<file path="src/rtl/disp_ram_pkg.sv">
`timescale 1ns/1ps
package disp_ram_pkg;
  localparam int unsigned DR_COLS  = 132;
  localparam int unsigned DR_PAGES = 11;
  localparam int unsigned DR_DW    = 8;
  localparam int unsigned DR_PW    = 4;

  typedef enum logic [1:0] {
    OP_PAGE  = 2'b00,
    OP_COL   = 2'b01,
    OP_WRITE = 2'b10,
    OP_READ  = 2'b11
  } dr_op_e;
endpackage

</file>
<file path="src/rtl/dr_lane_mask.sv">
`timescale 1ns/1ps
module dr_lane_mask #(
  parameter int unsigned DW = 8
) (
  input  logic [DW-1:0] din,
  input  logic          low_only,
  input  logic          zero_all,
  output logic [DW-1:0] dout
);
  for (genvar b = 0; b < DW; b++) begin : g_lane
    if (b == 0) begin : g_keep
      assign dout[b] = din[b] & ~zero_all;
    end else begin : g_drop
      assign dout[b] = din[b] & ~low_only & ~zero_all;
    end
  end
endmodule

</file>
<file path="src/rtl/dr_addr_ctrl.sv">
`timescale 1ns/1ps
module dr_addr_ctrl #(
  parameter int unsigned COLS  = 132,
  parameter int unsigned PAGES = 11,
  parameter int unsigned DW    = 8,
  parameter int unsigned PW    = 4,
  parameter int unsigned CW    = 8
) (
  input  logic          clk,
  input  logic          rst_n,
  input  logic          set_page,
  input  logic          set_col,
  input  logic          advance,
  input  logic [DW-1:0] arg,
  output logic [PW-1:0] page_q,
  output logic [CW-1:0] col_q,
  output logic          page_ok,
  output logic          on_icon
);
  localparam logic [PW-1:0] ICON_PG = PW'(PAGES - 1);
  localparam logic [DW-1:0] LAST_D  = DW'(COLS - 1);
  localparam logic [CW-1:0] LAST_C  = CW'(COLS - 1);

  logic [CW-1:0] col_set_v;
  assign col_set_v = (arg > LAST_D) ? LAST_C : arg[CW-1:0];

  always_ff @(posedge clk or negedge rst_n) begin
    if (!rst_n)        page_q <= '0;
    else if (set_page) page_q <= arg[PW-1:0];
  end

  always_ff @(posedge clk or negedge rst_n) begin
    if (!rst_n)                        col_q <= '0;
    else if (set_col)                  col_q <= col_set_v;
    else if (advance && col_q != LAST_C) col_q <= col_q + CW'(1);
  end

  assign page_ok = (page_q <= ICON_PG);
  assign on_icon = (page_q == ICON_PG);

  // page only moves on a page set
  a_r3_page_hold: assert property (@(posedge clk) disable iff (!rst_n)
    !set_page |=> $stable(page_q));
  // column steps by one on an access below the last column
  a_r5_col_step: assert property (@(posedge clk) disable iff (!rst_n)
    (advance && !set_col && col_q != LAST_C) |=> col_q == $past(col_q) + CW'(1));
  // column stays at the last column
  a_r6_col_sat: assert property (@(posedge clk) disable iff (!rst_n)
    (advance && !set_col && col_q == LAST_C) |=> col_q == LAST_C);
  // column never exceeds the last column
  a_r4_col_bound: assert property (@(posedge clk) disable iff (!rst_n)
    col_q <= LAST_C);
endmodule

</file>
<file path="src/rtl/dr_holder.sv">
`timescale 1ns/1ps
module dr_holder #(
  parameter int unsigned DW = 8
) (
  input  logic          clk,
  input  logic          rst_n,
  input  logic          clear,
  input  logic          load_wr,
  input  logic [DW-1:0] wr_byte,
  input  logic          issue_rd,
  input  logic          issue_ok,
  input  logic          issue_icon,
  input  logic [DW-1:0] ram_rdata,
  output logic [DW-1:0] holder_q,
  output logic          busy
);
  logic          fetch_q, fetch_ok_q, fetch_icon_q;
  logic [DW-1:0] fetch_byte;

  always_ff @(posedge clk or negedge rst_n) begin
    if (!rst_n) begin
      fetch_q      <= 1'b0;
      fetch_ok_q   <= 1'b0;
      fetch_icon_q <= 1'b0;
    end else begin
      fetch_q      <= issue_rd;
      fetch_ok_q   <= issue_ok;
      fetch_icon_q <= issue_icon;
    end
  end

  dr_lane_mask #(.DW(DW)) u_rmask (
    .din      (ram_rdata),
    .low_only (fetch_icon_q),
    .zero_all (!fetch_ok_q),
    .dout     (fetch_byte)
  );

  always_ff @(posedge clk or negedge rst_n) begin
    if (!rst_n)       holder_q <= '0;
    else if (clear)   holder_q <= '0;
    else if (load_wr) holder_q <= wr_byte;
    else if (fetch_q) holder_q <= fetch_byte;
  end

  assign busy = fetch_q;

  // an address set empties the holder
  a_r8_clear: assert property (@(posedge clk) disable iff (!rst_n)
    clear |=> holder_q == '0);
  // a write leaves its byte in the holder
  a_r12_wr_hold: assert property (@(posedge clk) disable iff (!rst_n)
    (load_wr && !clear) |=> holder_q == $past(wr_byte));
  // refill from an invalid page is zero
  a_r10_zero_fill: assert property (@(posedge clk) disable iff (!rst_n)
    (issue_rd && !issue_ok) |=> ##1 holder_q == '0);
endmodule

</file>
<file path="src/rtl/dr_rd_resp.sv">
`timescale 1ns/1ps
module dr_rd_resp #(
  parameter int unsigned DW = 8
) (
  input  logic          clk,
  input  logic          rst_n,
  input  logic          load,
  input  logic [DW-1:0] din,
  input  logic          rd_ready,
  output logic          rd_valid,
  output logic [DW-1:0] rd_data,
  output logic          stall
);
  always_ff @(posedge clk or negedge rst_n) begin
    if (!rst_n) begin
      rd_valid <= 1'b0;
      rd_data  <= '0;
    end else if (load) begin
      rd_valid <= 1'b1;
      rd_data  <= din;
    end else if (rd_ready) begin
      rd_valid <= 1'b0;
    end
  end

  assign stall = rd_valid && !rd_ready;

  // a refused result is held unchanged
  a_r11_hold: assert property (@(posedge clk) disable iff (!rst_n)
    (rd_valid && !rd_ready) |=> (rd_valid && $stable(rd_data)));
endmodule

</file>
<file path="src/rtl/disp_ram_access.sv">
`timescale 1ns/1ps
module disp_ram_access
  import disp_ram_pkg::*;
#(
  parameter int unsigned COLS  = DR_COLS,
  parameter int unsigned PAGES = DR_PAGES,
  parameter int unsigned DW    = DR_DW,
  parameter int unsigned PW    = DR_PW,
  localparam int unsigned CW   = $clog2(COLS)
) (
  input  logic          clk,
  input  logic          rst_n,
  input  logic          cmd_valid,
  output logic          cmd_ready,
  input  logic [1:0]    cmd_op,
  input  logic [DW-1:0] cmd_arg,
  output logic          rd_valid,
  input  logic          rd_ready,
  output logic [DW-1:0] rd_data,
  output logic [PW-1:0] ram_page,
  output logic [CW-1:0] ram_col,
  output logic          ram_we,
  output logic          ram_re,
  output logic [DW-1:0] ram_wdata,
  input  logic [DW-1:0] ram_rdata
);
  localparam logic [PW-1:0] ICON_PG = PW'(PAGES - 1);

  logic          accept, acc_page, acc_col, acc_wr, acc_rd;
  logic [PW-1:0] page_q;
  logic [CW-1:0] col_q;
  logic          page_ok, on_icon;
  logic [DW-1:0] wr_byte, holder_q;
  logic          fetch_busy, resp_stall;

  assign accept   = cmd_valid && cmd_ready;
  assign acc_page = accept && (cmd_op == OP_PAGE);
  assign acc_col  = accept && (cmd_op == OP_COL);
  assign acc_wr   = accept && (cmd_op == OP_WRITE);
  assign acc_rd   = accept && (cmd_op == OP_READ);

  dr_addr_ctrl #(.COLS(COLS), .PAGES(PAGES), .DW(DW), .PW(PW), .CW(CW)) u_addr (
    .clk      (clk),
    .rst_n    (rst_n),
    .set_page (acc_page),
    .set_col  (acc_col),
    .advance  (acc_wr || acc_rd),
    .arg      (cmd_arg),
    .page_q   (page_q),
    .col_q    (col_q),
    .page_ok  (page_ok),
    .on_icon  (on_icon)
  );

  dr_lane_mask #(.DW(DW)) u_wmask (
    .din      (cmd_arg),
    .low_only (on_icon),
    .zero_all (1'b0),
    .dout     (wr_byte)
  );

  dr_holder #(.DW(DW)) u_hold (
    .clk        (clk),
    .rst_n      (rst_n),
    .clear      (acc_page || acc_col),
    .load_wr    (acc_wr),
    .wr_byte    (wr_byte),
    .issue_rd   (acc_rd),
    .issue_ok   (page_ok),
    .issue_icon (on_icon),
    .ram_rdata  (ram_rdata),
    .holder_q   (holder_q),
    .busy       (fetch_busy)
  );

  dr_rd_resp #(.DW(DW)) u_resp (
    .clk      (clk),
    .rst_n    (rst_n),
    .load     (acc_rd),
    .din      (holder_q),
    .rd_ready (rd_ready),
    .rd_valid (rd_valid),
    .rd_data  (rd_data),
    .stall    (resp_stall)
  );

  assign cmd_ready = !fetch_busy && !resp_stall;
  assign ram_page  = page_q;
  assign ram_col   = col_q;
  assign ram_we    = acc_wr && page_ok;
  assign ram_re    = acc_rd && page_ok;
  assign ram_wdata = wr_byte;

  // no command taken during the refill cycle
  a_r2_refill_stall: assert property (@(posedge clk) disable iff (!rst_n)
    acc_rd |=> !cmd_ready);
  // no RAM strobe outside the valid pages
  a_r10_no_strobe: assert property (@(posedge clk) disable iff (!rst_n)
    (ram_we || ram_re) |-> ram_page <= ICON_PG);
  // icon writes carry only bit 0
  a_r9_icon_wr: assert property (@(posedge clk) disable iff (!rst_n)
    (ram_we && ram_page == ICON_PG) |-> ram_wdata[DW-1:1] == '0);
  // a read yields a result in the next cycle
  a_r7_resp: assert property (@(posedge clk) disable iff (!rst_n)
    acc_rd |=> rd_valid);
endmodule

</file>
<file path="config.mk">
export PLATFORM = sky130hd
export DESIGN_NAME = disp_ram_access
export DESIGN_NICKNAME = d
export VERILOG_FILES = /design/src/rtl/disp_ram_pkg.sv /design/src/rtl/dr_lane_mask.sv /design/src/rtl/dr_addr_ctrl.sv /design/src/rtl/dr_holder.sv /design/src/rtl/dr_rd_resp.sv /design/src/rtl/disp_ram_access.sv
export SDC_FILE = /design/constraint.sdc
export NUM_CORES = 1
export LEC_CHECK = 0
export BUFFER_PORTS_ARGS = -buffer_cell sky130_fd_sc_hd__buf_2
export CAP_MARGIN = 20
export CELL_PAD_IN_SITES_DETAIL_PLACEMENT = 1
export CELL_PAD_IN_SITES_GLOBAL_PLACEMENT = 1
export CORE_MARGIN = 3
export CORE_UTILIZATION = 38
export DETAILED_ROUTE_END_ITERATION = 12
export GPL_ROUTABILITY_DRIVEN = 0
export PLACE_DENSITY_LB_ADDON = 0.15
export SYNTH_ARGS = -nofsm -noshare
export SYNTH_HDL_FRONTEND = slang
export SYNTH_SLANG_ARGS = --single-unit
</file>
<file path="constraint.sdc">
create_clock -name clk -period 1.95 [get_ports clk]
set_clock_uncertainty 0.05 [all_clocks]
set_input_delay 0 -clock clk [delete_from_list [all_inputs] [get_ports clk]]
set_output_delay 0 -clock clk [all_outputs]
set_load 0.005 [all_outputs]
</file>
==> impl_metrics.tcl <==
set metrics [dict create \
    drtIter0Drc 120 \
    r2r_cells 4 \
    rsz0062_at_grt "false" \
    num_vias 1441 \
    cts_max_path_buffers 2 \
    clk_pin_slew_worst_paths_ns 0.07 \
    drt-total-wl_um 5030 \
    yosys_warnings 0 \
    cp-start-kind "flop" \
    syn_nets 162 \
    grt_pass1_vias 1635 \
    async_flop_share_pct 100 \
    dr.pass1.iters 5 \
    mostFrequentLayoutCells "buf_2, dfrtp_1, dlygate4sd3_1" \
    finalNonFillerCells 267 \
    dp.cells 238 \
    p_leak_nw 1.11 \
    die_w_um 70.4 \
    h-tree-depth 2 \
    grt-ovfl-total 0 \
    grt_use_total_pct 22.0 \
    ir_worst_vdd_uv 485 \
    io_buffers 53 \
    cp_data_required_time_ns 2.06 \
    grt_first_pass_wirelength_um 8340 \
    netlist_area_um2 1580 \
    p_per_area_nw_per_um2 946 \
    syn_to_final_growth_pct 38.6 \
    maxSlewViolCount 0 \
    die_h_um 70.4 \
    die_area_um2 4960 \
    max_freq_mhz 554 \
    avgSynthCellArea_um2 11.3 \
    grt_start_max_net_pins 33 \
    period_minus_slack_ns 1.80 \
    hold_viol 0 \
    hold-path-cell-count 5 \
    synth_enable_flop_cells 0 \
    synth-xor-area-share_pct 2.22 \
    setup_viol_count_final 0 \
    synth_cells 139 \
    drc 0 \
    antenna_left 0 \
    worstPathArrival_ns 1.92 \
    diodes 0 \
    synthFlopType "dfrtp_1" \
    synth-compound-area-share_pct 11.7 \
    num_io_pins 54 \
    post_dp_cell_area_um2 1880 \
    ys_types 38 \
    worstMarginPinSlew_ns 0.732 \
    seq_area_um2 801 \
    final_common_cell "buf_2" \
    ctsRootBufferMaster "clkbuf_8" \
    antenna_found_initial 0 \
    core_area_um2 3830 \
    nNetsFinal 241 \
    status "finished clean" \
    muxShareOfSynthArea_pct 10.2 \
    start_util_pct 41.2 \
    cts_tree "done" \
    timing.hold.ws_ns 0.166 \
    synth_top_family_by_area "simple AND/OR/NAND/NOR gates" \
    critPathKind "flop to flop" \
    crit_fanout 9 \
    fin_tns_setup_ns 0 \
    period_share_pct 92.5 \
    clk_latency_ns 0.29 \
    design_area_um2 2180 \
    cap_violations 0 \
    synthAdderAreaFrac_pct 0.794 \
    fillers 440 \
    hpwl_um 3480 \
    synth_seq_area_share_pct 50.8 \
    synth_simple_gate_area_share_pct 19.2 \
    relSlewSlack_pct 51.2 \
    cts_buffers 5 \
    synth_seq_cells 32 \
    drive_gt1_share_pct 37.0 \
    cts_sinks 32 \
    hold_path_class "input port to flop" \
    vias_per_cell 5.40 \
    multi_input_area_um2 703 \
    rows 22 \
    end_kind "flop" \
    routedWlPerCell_um 18.9 \
]
-- worst paths after layout --
path	start	to	slack, ns
max reg2reg	u_addr.page_q[2]	u_hold.holder_q[4]	0.15
min reg2reg	u_hold.holder_q[0]	u_hold.holder_q[0]	0.42
max in group asynchronous	rst_n	u_addr.page_q[3]	1.13
min in group asynchronous	rst_n	u_hold.holder_q[6]	0.26
max	u_addr.page_q[2]	u_hold.holder_q[4]	0.15
min	cmd_valid	u_hold.holder_q[0]	0.17
-- cell type report --
cell class	instances	share of cell area [%]
inverters	9	1.55
clock inverters	1	0.344
clock buffers	7	3.95
flip-flops and latches	32	36.7
well taps	48	2.75
repair buffers	77	22.6
multi-input cells	93	32.2
-- power breakdown --
| group | switching, W | internal, W |
|---|---|---|
| Clock | 0.000254 | 0.000287 |
| Combinational | 0.000257 | 0.000305 |
| Sequential | 0.000151 | 0.000813 |
-- sequential cells by signal (all words and copies together), names as in the netlist --
| signal | cells |
|---|---|
| u_addr.col_q | 8 |
| u_addr.page_q | 4 |
| u_hold.busy | 1 |
| u_hold.fetch_icon_q | 1 |
| u_hold.fetch_ok_q | 1 |
| u_hold.holder_q | 8 |
| u_resp.rd_data | 8 |
| u_resp.rd_valid | 1 |
-- synth_stat cells (2+ instances only) --
master | number | area [um^2]
nand3b_1 | 2 | 15.0
a21oi_1 | 12 | 60.1
nor3_1 | 4 | 20.0
xor2_1 | 4 | 35.0
a222oi_1 | 6 | 60.1
nand3_1 | 3 | 15.0
buf_6 | 2 | 22.5
dfrtp_1 | 32 | 801
nor2b_1 | 7 | 43.8
inv_1 | 9 | 33.8
o21ai_0 | 2 | 10.0
nor2_1 | 5 | 18.8
buf_4 | 3 | 22.5
a31oi_1 | 2 | 12.5
nand4_1 | 4 | 25.0
mux2_4 | 7 | 105
a32oi_1 | 2 | 17.5
mux2_2 | 5 | 56.3
and3_1 | 2 | 12.5
nand2_1 | 8 | 30.0
-- worst max-delay path, stage by stage, from the launching register on --
cell	delay, ns
dfrtp_1	0.41
and4bb_1	0.50
nor3_2	0.15
a222oi_1	0.46
inv_1	0.11
-- metrics by stage --
| stage | power [W] | worst slack [ns] | utilization [%] |
|---|---|---|---|
| 2_1_floorplan | 0.00122 | 0.461 | - |
| 3_3_place_gp | 0.00147 | 0.254 | 49.1 |
| 3_5_place_dp | 0.00150 | 0.233 | 49.1 |
| 4_1_cts | 0.00207 | 0.122 | 56.5 |
| 5_1_grt | 0.00221 | 0.0112 | 57.1 |
| 6_report | 0.00207 | 0.146 | 57.1 |
-- repair_timing --
action,in CTS,in global routing
hold endpoints to repair,49,0
endpoints found under the setup margin,0,2
hold buffers,19,0
gates resized for setup,0,1
buffers inserted,0,2
-- kinds of logic after synthesis --
| family | Yosys count |
|---|---|
| adders and majority gates | 1 |
| muxes | 12 |
| buffers and inverters | 14 |
| xor gates and xnor gates | 4 |
| and+or+nand+nor | 49 |
| AOI/OAI and AO/OA | 27 |
| DFF | 32 |
-- metal layers --
layer | part of all wire (%) | global-route usage [%] | vias up
met3 | 5.9 | 6.91 | 15
met2 | 51 | 36.4 | 54
met5 | 0 | 0 | -
li1 | - | - | 669
met1 | 41 | 26.2 | 703
met4 | 2.4 | 9.15 | 0
No activity file was read; power rests on OpenSTA's default activity.
